===== config.mk =====
export PLATFORM = sky130hd
export DESIGN_NAME = fxs_status_unit
export DESIGN_NICKNAME = d
export VERILOG_FILES = /design/src/rtl/fxs_pkg.sv /design/src/rtl/fxs_bound_flags.sv /design/src/rtl/fxs_cr_calc.sv /design/src/rtl/fxs_status_unit.sv
export SDC_FILE = /design/constraint.sdc
export NUM_CORES = 1
export LEC_CHECK = 0
export CAP_MARGIN = 30
export CORE_AREA = 2 2 81 83
export DETAILED_ROUTE_END_ITERATION = 12
export DIE_AREA = 0 0 83 85
export GPL_TIMING_DRIVEN = 1
export PLACE_DENSITY = 0.75
export SYNTH_ARGS = -nofsm -noshare
export SYNTH_HDL_FRONTEND = slang
export SYNTH_SLANG_ARGS = --single-unit
export TNS_END_PERCENT = 20

===== constraint.sdc =====
create_clock -name clk -period 2.35 [get_ports clk]
set_input_delay 0.235 -clock clk [delete_from_list [all_inputs] [get_ports clk]]
set_output_delay 0.235 -clock clk [all_outputs]
set_load 0.02 [all_outputs]

===== src/rtl/fxs_pkg.sv =====
package fxs_pkg;
    localparam int unsigned FXS_W = 64;

    typedef struct packed {
        logic lt;
        logic gt;
        logic eq;
        logic so;
    } cr_field_t;

    typedef struct packed {
        logic so;
        logic ov;
        logic ov32;
        logic ca;
        logic ca32;
    } flags_t;

    typedef enum logic [1:0] {
        OVS_HOLD   = 2'd0,
        OVS_ARITH  = 2'd1,
        OVS_FORCED = 2'd2
    } ov_src_t;
endpackage


===== src/rtl/fxs_bound_flags.sv =====
module fxs_bound_flags #(
    parameter int unsigned W = 64,
    parameter int unsigned N = 64
) (
    input  logic [W-1:0] a,
    input  logic [W-1:0] b,
    input  logic [W-1:0] r,
    output logic         carry,
    output logic         ovf
);
    localparam int unsigned MSB = N - 1;

    logic cin_msb;

    always_comb begin
        // carry into the top bit of the window is recovered from the sum bit
        cin_msb = a[MSB] ^ b[MSB] ^ r[MSB];
        carry   = (a[MSB] & b[MSB]) | (cin_msb & (a[MSB] ^ b[MSB]));
        ovf     = (a[MSB] == b[MSB]) && (r[MSB] != a[MSB]);
    end
endmodule


===== src/rtl/fxs_cr_calc.sv =====
module fxs_cr_calc
    import fxs_pkg::*;
#(
    parameter int unsigned W = 64
) (
    input  logic [W-1:0] r,
    input  logic         so_in,
    output cr_field_t    cr
);
    always_comb begin
        cr.lt = r[W-1];
        cr.eq = (r == '0);
        cr.gt = !r[W-1] && (r != '0);
        cr.so = so_in;
    end
endmodule


===== src/rtl/fxs_status_unit.sv =====
module fxs_status_unit
    import fxs_pkg::*;
#(
    parameter int unsigned W = FXS_W
) (
    input  logic         clk,
    input  logic         rst,
    input  logic [W-1:0] result,
    input  logic [W-1:0] opa,
    input  logic [W-1:0] opb,
    input  logic         upd_ca,
    input  logic         upd_ov,
    input  logic         upd_mdov,
    input  logic         md_ov,
    input  logic         upd_cr,
    output logic         ca,
    output logic         ca32,
    output logic         ov,
    output logic         ov32,
    output logic         so,
    output logic [3:0]   cr0
);
    localparam int unsigned HALF   = W / 2;
    localparam int unsigned NBOUND = 2;

    logic [NBOUND-1:0] carry_v;
    logic [NBOUND-1:0] ovf_v;

    // index 0: full width, index 1: lower half
    for (genvar g = 0; g < NBOUND; g++) begin : g_bound
        localparam int unsigned NB = (g == 0) ? W : HALF;
        fxs_bound_flags #(.W(W), .N(NB)) u_bf (
            .a     (opa),
            .b     (opb),
            .r     (result),
            .carry (carry_v[g]),
            .ovf   (ovf_v[g])
        );
    end

    flags_t    flg_q, flg_d;
    cr_field_t cr_q, cr_d;
    ov_src_t   ov_src;

    always_comb begin
        if (upd_mdov)    ov_src = OVS_FORCED;
        else if (upd_ov) ov_src = OVS_ARITH;
        else             ov_src = OVS_HOLD;
    end

    always_comb begin
        flg_d = flg_q;
        if (upd_ca) begin
            flg_d.ca   = carry_v[0];
            flg_d.ca32 = carry_v[1];
        end
        unique case (ov_src)
            OVS_FORCED: begin
                flg_d.ov   = md_ov;
                flg_d.ov32 = md_ov;
                flg_d.so   = flg_q.so | md_ov;
            end
            OVS_ARITH: begin
                flg_d.ov   = ovf_v[0];
                flg_d.ov32 = ovf_v[1];
                flg_d.so   = flg_q.so | ovf_v[0];
            end
            default: ;
        endcase
    end

    cr_field_t cr_new;

    fxs_cr_calc #(.W(W)) u_cr (
        .r     (result),
        .so_in (flg_d.so),
        .cr    (cr_new)
    );

    always_comb cr_d = upd_cr ? cr_new : cr_q;

    always_ff @(posedge clk) begin
        if (rst) begin
            flg_q <= '0;
            cr_q  <= '0;
        end else begin
            flg_q <= flg_d;
            cr_q  <= cr_d;
        end
    end

    always_comb begin
        ca   = flg_q.ca;
        ca32 = flg_q.ca32;
        ov   = flg_q.ov;
        ov32 = flg_q.ov32;
        so   = flg_q.so;
        cr0  = cr_q;
    end
endmodule


Word level (Yosys, flattened, before mapping):

Cells that the tools add are included.

* register bits: 9
* input port bits: 199

* eq/ne operators: 6
* reduce and logical (&&, ||, !) cells: 7
* multiplexer cells: 3
* bitwise gates (word level): 12

Operator list (count)
* $logic_not 64->1: 1
* $reduce_bool 64->1: 1
* $pmux 3 s2: 1
* $and 1x1->1: 4
* $or 1x1->1: 4
* $xor 1x1->1: 4
* $logic_and 1x1->1: 3
* $eq 1x1->1: 2
* $eq 2x1->1 const B: 1
* $eq 2x2->1 const B: 1
* $mux 2: 1
* $ne 1x1->1: 2
* $reduce_bool 2->1: 1
* $logic_not 1->1: 1
* $mux 1: 1

Logic depth before layout (Yosys ltp):

Gate-level depths: netlist of the first run.

* depth after elaboration: 4
* mapped depth: 5
* gate-level depth less buffers: 4

Modules after synthesis:

A second synthesis of the first run with hierarchy kept.

* cells, all modules: 67
* area, all modules: 591.8 µm²

Modules (own cells, without submodules)
* fxs_status_unit: area each 337.8 µm², times used 1, sequential area each 180.2 µm², cells an instance 33
* fxs_cr_calc: area each 181.4 µm², times used 1, sequential area each 0.0 µm², cells an instance 24
* fxs_bound_flags: area each 36.3 µm², times used 2, sequential area each 0.0 µm², cells an instance 5

Least setup slack after synthesis of the first run:

No wires, ideal clock.

* path kind: input to register
* start point: input opa[63]
* end point: register cr_q (netlist bit cr0[0])
* data arrival time: 1098 ps
* cell stages on the path: 4
* path slack: 1173 ps
* data required time: 2271 ps
* library setup time: 79 ps
* cell sequence: ha_1 -> nor4b_2 -> a211oi_1 -> a211oi_2

* word-level cells in the longest chain between the ends: 4
* elaborated cells between the ends (all ways): 5
* classes of those cells: eq/ne (2); mux (1); bitwise (1); reduce/logical (1)

Ends and longest elaborated chain
* start, declared: RTL line fxs_status_unit.sv:9 `input logic [W-1:0] opa,`
* $eq 1x1->1 / $ne 1x1->1 (equally long branches): RTL line fxs_bound_flags.sv:19 `ovf = (a[MSB] == b[MSB]) && (r[MSB] != a[MSB]);`
* $logic_and 1x1->1 (*): RTL line fxs_bound_flags.sv:19
* $or 1x1->1 (*): RTL line fxs_status_unit.sv:66 `flg_d.so = flg_q.so | ovf_v[0];`
* $pmux 3 s2 (*): RTL line fxs_status_unit.sv:57 `unique case (ov_src)`
* end signal, assigned: RTL line fxs_status_unit.sv:88 `cr_q <= cr_d;`
* end, declared: RTL line fxs_status_unit.sv:42 `cr_field_t cr_q, cr_d;`

Mark *: on every way between the ends. The rest lies on a longest branch, timed or not.
A chain may end at the register's enable or synchronous reset.

Worst setup path in the final report of the first run:

* start point: input result[32]
* end point: register cr_q (netlist bit cr0[2])

* word-level cells in the longest chain between the ends: 2

Ends and longest elaborated chain
* start, declared: RTL line fxs_status_unit.sv:8 `input logic [W-1:0] result,`
* $reduce_bool 64->1: RTL line fxs_cr_calc.sv:13 `cr.gt = !r[W-1] && (r != '0);`
* $logic_and 1x1->1: RTL line fxs_cr_calc.sv:13

Every way passes these cells.

==> metrics.csv, run 1 <==
stage;metric;value;unit
critical_path;CP Data Required Time;2.46;ns
final_layout;Total Nets Final;355;
final_layout;number of fillers in the final layout;683;
placement;DP Wirelength;2.602;mm
grt;antenna violations before repair;2;
clock_tree;hold-fix buffers at CTS;0;
floorplanning;std cell rows;29;
power_and_ir_drop;Power Dens Cells;358.2;mW/mm^2
yosys;cell count after synthesis;66;
critical_path;endpoint of the worst register-to-register path;cr0[0]$_SDFFE_PP0P_;
clock_tree;# H-tree levels;1;
clock_tree;clock tree from TritonCTS;built;
yosys;Seq/Total Area, Yosys;31.17;%
placement;Placement Cell Area;0.001505;sq mm
clock_tree;Post-CTS Setup Bufs;0;
critical_path;Worst Reg2Reg Path Length in Cells;2;
grt;Overflow after GRT;0;
grt;total global-route track usage;8.413;%
yosys;Synthesized Nets;267;
critical_path;kind of launch point of the worst setup path;input port;
placement;worst setup slack before clock tree synthesis;0.3662;ns
final_layout;ANT cells;0;
floorplanning;die extent in x;83;microns
power_and_ir_drop;clock group share of total power;32.3;%
clock_tree;clock latency on the worst-skew pair;0.23;ns
sta;RSZ-0062 raised after global routing;false;
sta;post-layout min period;1.721;ns
outcome;run status;complete, no violations;
final_layout;Syn-to-layout area delta;168.2;%
sta;largest clock skew in the final design;0.0003500;ns
routing;remaining design rule violation count;0;
power_and_ir_drop;total power consumption of the routed design;0.5554;mW
sta;Slew Limit Fails;0;
critical_path;buffers plus inverters on the worst setup path;2;
power_and_ir_drop;maximum VDD drop;0.1651;mV
sta;tightest hold margin;0.4807;ns
routing;DRT Wirelength;2.828;mm
sta;final count of hold timing violations;0;
placement;number of port buffers;83;
critical_path;Worst setup startpoint;result[32];
routing;remaining antenna violation count after routing;0;
floorplanning;top-level port count;208;
critical_path;maximum cell stage delay along the critical path;0.42;ns
routing;mean number of vias per cell;3.926;
routing;Initial DRT Pass Iterations;2;
clock_tree;Sinks on Clock Net;9;
critical_path;CP Capture Type;flop;
critical_path;slowest library cell on the worst path;sky130_fd_sc_hd__nor4_1;
yosys;distinct cell type count of the synthesized netlist;24;
grt;pin count of the biggest net entering global routing;11;
routing;total via count after detailed routing;903;
clock_tree;Max Buffers Root-to-Sink;2;
power_and_ir_drop;Int Pwr;0.4263;mW
sta;count of final setup violators;0;
critical_path;Critical Path, Cell by Cell;clkdlybuf4s50_1 -> nor4_1 -> buf_4 -> nand4_1 -> nor4_2 -> a21oi_1;
clock_tree;clock transition at the registers of the reported paths;0.05;ns
critical_path;register-to-register setup slack;1.40;ns
sta;Worst Setup Slack, final;0.6294;ns
routing;routed wire length per instance;12.30;microns
yosys;number of synthesized flops with an enable pin;0;
sta;worst slew margin relative to its limit;70.89;%
critical_path;number of gates on the worst path with buffers counted;6;
yosys;Syn Std Cell Area;578.1;sq um
placement;final estimated routing congestion in global placement;0.6495;
critical_path;source of the worst register-to-register timing path;so$_SDFF_PP0_;
final_layout;commonest non-fill, non-tap cell in the layout;sky130_fd_sc_hd__clkdlybuf4s50_1;
sta;maximum achievable frequency;581.2;MHz
floorplanning;Die H;85;microns
power_and_ir_drop;switching power total;0.1291;mW
floorplanning;full die area;0.007055;sq mm
floorplanning;area of the placeable core;0.006205;sq mm
power_and_ir_drop;static leakage;0.5378;nW
final_layout;Post-Route Utilization;24.98;%
final_layout;Non-Filler Cell Area, Final;0.001550;sq mm
sta;final worst-path cycle share;73.22;%
yosys;count of warnings emitted by yosys;0;
hold_path;Hold Crit Class;flop to flop;
floorplanning;starting utilization of the core area;9.316;%
yosys;fraction of registers with async set/reset;0;%
critical_path;endpoint arrival time on the critical path;1.83;ns
critical_path;CP delay by family, top;simple AND/OR/NAND/NOR gates;
routing;number of DRC violations after detailed-routing iteration 0;5;
clock_tree;total clock buffers created by CTS;3;
yosys;main flop type after synthesis;sky130_fd_sc_hd__dfxtp_1;
placement;cell count after placement;226;
critical_path;start-to-end type of the worst setup path;input port to flop;
flow_run;count of max-cap constraint violations;0;
grt;first-pass GRT wire length;4.533;mm
yosys;register bit count reported by yosys;9;
clock_tree;post-cts sizing count;0;
power_and_ir_drop;combinational group share of total power;37.5;%
final_layout;most frequent cells in the layout;sky130_fd_sc_hd__clkdlybuf4s50_1, sky130_fd_sc_hd__nor4_1, sky130_fd_sc_hd__nor2_1, sky130_fd_sc_hd__dfxtp_1, sky130_fd_sc_hd__a211oi_1;
final_layout;ratio of cells with drive above 1 in the final layout;6.536;%
clock_tree;buffer type at the clock tree root;sky130_fd_sc_hd__clkbuf_8;
sta;Worst-Margin Slew;0.4352;ns
power_and_ir_drop;switching part of the total power;23.24;%
power_and_ir_drop;Flop pwr share;30.3;%
yosys;Post-Syn Area per Cell;8.758;sq um
critical_path;largest driver fanout on the critical path;2;
final_layout;number of non-filler instances in the completed layout;230;
critical_path;CP Capture Point;cr0[2]$_SDFFE_PP0P_;
grt;via count of the first global-routing pass;969;
sta;Setup TNS;0;ns
cells in the mapped netlist, types with 2 or more instances:
master | count | share of area, %
sky130_fd_sc_hd__a211oi_1 | 4 | 5.2
sky130_fd_sc_hd__a21oi_1 | 3 | 2.6
sky130_fd_sc_hd__dfxtp_1 | 9 | 31
sky130_fd_sc_hd__ha_1 | 2 | 4.3
sky130_fd_sc_hd__inv_1 | 2 | 1.3
sky130_fd_sc_hd__nand4_1 | 3 | 3.2
sky130_fd_sc_hd__nor2_1 | 9 | 5.8
sky130_fd_sc_hd__nor2b_1 | 2 | 2.2
sky130_fd_sc_hd__nor3_1 | 3 | 2.6
sky130_fd_sc_hd__nor4_1 | 14 | 15
sky130_fd_sc_hd__xnor2_1 | 2 | 3.0
worst reg2reg max path: cells and delay by family (launching register included):
kind / cells / cell delay (ns)
AO/OA/AOI/OAI: 2 / 0.50
flip-flops: 1 / 0.31
layer usage:
metal | global-route usage [%] | vias to the layer above | wire length [microns]
li1 | - | 438 | -
met1 | 9.982 | 379 | 1236
met2 | 13.12 | 76 | 1130
met3 | 5.642 | 6 | 431
met4 | 0.8942 | 4 | 6
met5 | 0 | - | 23
state kept, by name, summed over array words and instances (netlist names):
signal	cells
ca	1
ca32	1
cr0	4
ov	1
ov32	1
so	1
worst min path at each step:
stage	cells past startpoint	endpoint	start
detailed placement	2	ca$_SDFFE_PP0P_	ca$_SDFFE_PP0P_
CTS	2	ca$_SDFFE_PP0P_	ca$_SDFFE_PP0P_
global placement	2	ca$_SDFFE_PP0P_	ca$_SDFFE_PP0P_
finish	2	ca$_SDFFE_PP0P_	ca$_SDFFE_PP0P_
floorplan	1	ca$_SDFFE_PP0P_	upd_ca
global route	2	ca$_SDFFE_PP0P_	ca$_SDFFE_PP0P_
power groups by stage:
stage / logic (mW) / registers [mW] / clock network (mW)
floorplan: 0.0383 / 0.183 / 0
global placement: 0.207 / 0.171 / 0
detailed placement: 0.210 / 0.171 / 0
CTS: 0.211 / 0.168 / 0.188
global route: 0.225 / 0.169 / 0.200
finish: 0.208 / 0.168 / 0.179
cell type report:
cell class	count	area [sq um]	share of cell area, %
Timing Repair Buffer	85	845.8	54.56
Sequential cell	9	180.2	11.62
Tap cell	77	96.34	6.215
Clock buffer	4	45.04	2.906
Multi-Input combinational cell	53	375.4	24.21
Inverter	2	7.507	0.4843
cells by family after synthesis:
logic type | Yosys count | synth area share [%]
compound gates | 11 | 14.50
mux | 1 | 1.732
buf+inv | 4 | 3.896
xor+xnor | 2 | 3.031
flops | 9 | 31.17
simple gates | 37 | 41.34
fa+ha+maj | 2 | 4.328
No activity file was read; power rests on OpenSTA's default activity.
==> inputs of run 2 (changes only) <==
- CORE_AREA: 2 2 81 83 -> 2 2 80 82
- DIE_AREA: 0 0 83 85 -> 0 0 82 84
- PLACE_DENSITY: 0.75 -> 0.79
- clock period: 2.35 -> 1.4 ns (I/O delays scaled with it)
==> run 2 against run 1 <==
Compared with the run above:
- setup slack lost 0.56 ns
- clock-buffer cell count did not move
- via count grew 1.8%
- clock skew grew 0.0017 ns
- largest power group unchanged
- largest cell class unchanged
- register-to-register slack worse by 0.81 ns
- global-route usage down 0.085 points
- critical endpoint is now cr0[2]
==> metrics.csv, run 2 (same netlist as run 1, synthesis figures left out) <==
stage;metric;value;unit;change
sta;Setup TNS;0;ns;unchanged
routing;Initial DRT Pass Iterations;4;;+2
critical_path;CP Data Required Time;1.26;ns;-1.20 ns
final_layout;number of non-filler instances in the completed layout;238;;+3.5%
floorplanning;Die H;84;microns;-1.2%
final_layout;Total Nets Final;363;;+2.3%
critical_path;CP Capture Type;output port;;
sta;Slew Limit Fails;0;;unchanged
final_layout;number of fillers in the final layout;667;;-2.3%
final_layout;most frequent cells in the layout;sky130_fd_sc_hd__clkdlybuf4s50_1, sky130_fd_sc_hd__dlymetal6s2s_1, sky130_fd_sc_hd__dlygate4sd2_1, sky130_fd_sc_hd__buf_4;;
clock_tree;buffer type at the clock tree root;sky130_fd_sc_hd__clkbuf_8;;
final_layout;commonest non-fill, non-tap cell in the layout;sky130_fd_sc_hd__clkdlybuf4s50_1;;
clock_tree;hold-fix buffers at CTS;0;;unchanged
routing;number of DRC violations after detailed-routing iteration 0;11;;+6
final_layout;ANT cells;0;;unchanged
floorplanning;top-level port count;208;;unchanged
critical_path;endpoint arrival time on the critical path;1.19;ns;-0.64 ns
clock_tree;clock tree from TritonCTS;built;;
critical_path;register-to-register setup slack;0.59;ns;-0.81 ns
sta;largest clock skew in the final design;0.002058;ns;+0.001708 ns
grt;Overflow after GRT;0;;unchanged
grt;total global-route track usage;8.328;%;-0.085 points
power_and_ir_drop;maximum VDD drop;0.3100;mV;+88%
grt;antenna violations before repair;3;;+1
clock_tree;# H-tree levels;1;;unchanged
sta;post-layout min period;1.334;ns;
routing;routed wire length per instance;12.63;microns;+2.8%
critical_path;slowest library cell on the worst path;sky130_fd_sc_hd__clkdlybuf4s50_1;;
floorplanning;full die area;0.006888;sq mm;-2.4%
sta;Worst Setup Slack, final;0.06615;ns;-0.5633 ns
grt;via count of the first global-routing pass;984;;+1.5%
clock_tree;total clock buffers created by CTS;3;;unchanged
final_layout;Syn-to-layout area delta;197.6;%;
placement;Placement Cell Area;0.001573;sq mm;+4.5%
outcome;run status;complete, no violations;;
routing;DRT Wirelength;3.007;mm;+6.3%
sta;worst slew margin relative to its limit;81.48;%;+11 points
placement;worst setup slack before clock tree synthesis;-0.5088;ns;-0.8750 ns
placement;cell count after placement;235;;+4.0%
critical_path;buffers plus inverters on the worst setup path;1;;-1
clock_tree;clock latency on the worst-skew pair;0.23;ns;about the same
sta;Worst-Margin Slew;0.2753;ns;-0.1599 ns
sta;count of final setup violators;0;;unchanged
grt;pin count of the biggest net entering global routing;8;;-3
critical_path;Critical Path, Cell by Cell;clkdlybuf4s50_1;;
clock_tree;clock transition at the registers of the reported paths;0.04;ns;about the same
flow_run;count of max-cap constraint violations;0;;unchanged
power_and_ir_drop;Power Dens Cells;556.4;mW/mm^2;+55%
routing;remaining design rule violation count;0;;unchanged
final_layout;number of flip-flops under the largest register name;4;;unchanged
placement;number of port buffers;83;;unchanged
routing;remaining antenna violation count after routing;0;;unchanged
floorplanning;die extent in x;82;microns;-1.2%
hold_path;Hold Crit Class;input port to flop;;
placement;final estimated routing congestion in global placement;0.7010;;+7.9%
critical_path;maximum cell stage delay along the critical path;0.64;ns;+0.22 ns
sta;RSZ-0062 raised after global routing;false;;
grt;first-pass GRT wire length;4.236;mm;-6.6%
routing;total via count after detailed routing;919;;+1.8%
floorplanning;area of the placeable core;0.006096;sq mm;-1.8%
final_layout;Non-Filler Cell Area, Final;0.001720;sq mm;+11%
critical_path;start-to-end type of the worst setup path;flop to output port;;
final_layout;Post-Route Utilization;28.22;%;+3.2 points
power_and_ir_drop;static leakage;0.7169;nW;+33%
sta;maximum achievable frequency;749.7;MHz;
clock_tree;Sinks on Clock Net;9;;unchanged
placement;DP Wirelength;2.685;mm;+3.2%
final_layout;ratio of cells with drive above 1 in the final layout;18.01;%;+11 points
critical_path;CP delay by family, top;buffers and inverters;;
critical_path;largest driver fanout on the critical path;2;;unchanged
routing;mean number of vias per cell;3.861;;-1.6%
critical_path;kind of launch point of the worst setup path;flop;;
floorplanning;std cell rows;29;;unchanged
floorplanning;starting utilization of the core area;9.483;%;+0.17 points
sta;final worst-path cycle share;95.27;%;
sta;final count of hold timing violations;0;;unchanged
clock_tree;Max Buffers Root-to-Sink;2;;unchanged
==> run 2: changes by cell type in the layout (fill, tap and decap cells not counted), moves of 7 or more <==
cell	delta
sky130_fd_sc_hd__clkdlybuf4s50_1	-22
sky130_fd_sc_hd__dlymetal6s2s_1	+12
sky130_fd_sc_hd__dlygate4sd2_1	+10
sky130_fd_sc_hd__buf_4	+8
sky130_fd_sc_hd__nor4_1	-8
sky130_fd_sc_hd__nor4_2	+7
==> run 2: timing repair <==
item	in CTS	in global routing
endpoints found under the setup margin	2	4
resized for setup	14	21
gates cloned	0	0
pin swaps	7	7
setup buffers	0	0
==> run 2: worst paths after layout <==
kind | endpoint | start | cells past startpoint
worst max register to register | ov32$_SDFFE_PP0P_ | ov32$_SDFFE_PP0P_ | 3
worst max-delay path | cr0[2] | cr0[2]$_SDFFE_PP0P_ | 1
worst min-delay path | cr0[2]$_SDFFE_PP0P_ | result[39] | 5
worst min register to register | ca$_SDFFE_PP0P_ | ca$_SDFFE_PP0P_ | 2
==> run 2: per-stage QoR <==
stage	power, mW	hold slack, ns
final	0.9573	0.4138
after global routing	1.017	0.4271
after CTS	0.9563	0.4932
after detailed placement	0.6577	0.4876
after global placement	0.6529	0.4797
after floorplan	0.3716	0.2356
==> run 2: area by class of cell <==
type	instances	area, sq um	area share [%]
multi-input combinational	53	467.9	27.20
sequential	9	180.2	10.47
timing repair buffer	93	923.4	53.67
inverter	2	7.507	0.4364
clock buffer	4	45.04	2.618
tap	77	96.34	5.600
==> run 2: metal layers <==
metal / GRT usage [%] / vias up / part of all wire (%)
met2: 13.97 / 77 / 45
met4: 1.364 / 6 / 0.20
li1: - / 454 / -
met1: 8.824 / 376 / 37
met5: 0 / - / 1.3
met3: 5.303 / 6 / 17
==> run 2: power by group <==
part / switching [mW] / internal [mW] / total [mW]
Combinational: 0.125 / 0.254 / 0.379
Clock: 0.0959 / 0.198 / 0.294
Sequential: 0.00986 / 0.274 / 0.284
Total: 0.231 / 0.726 / 0.957
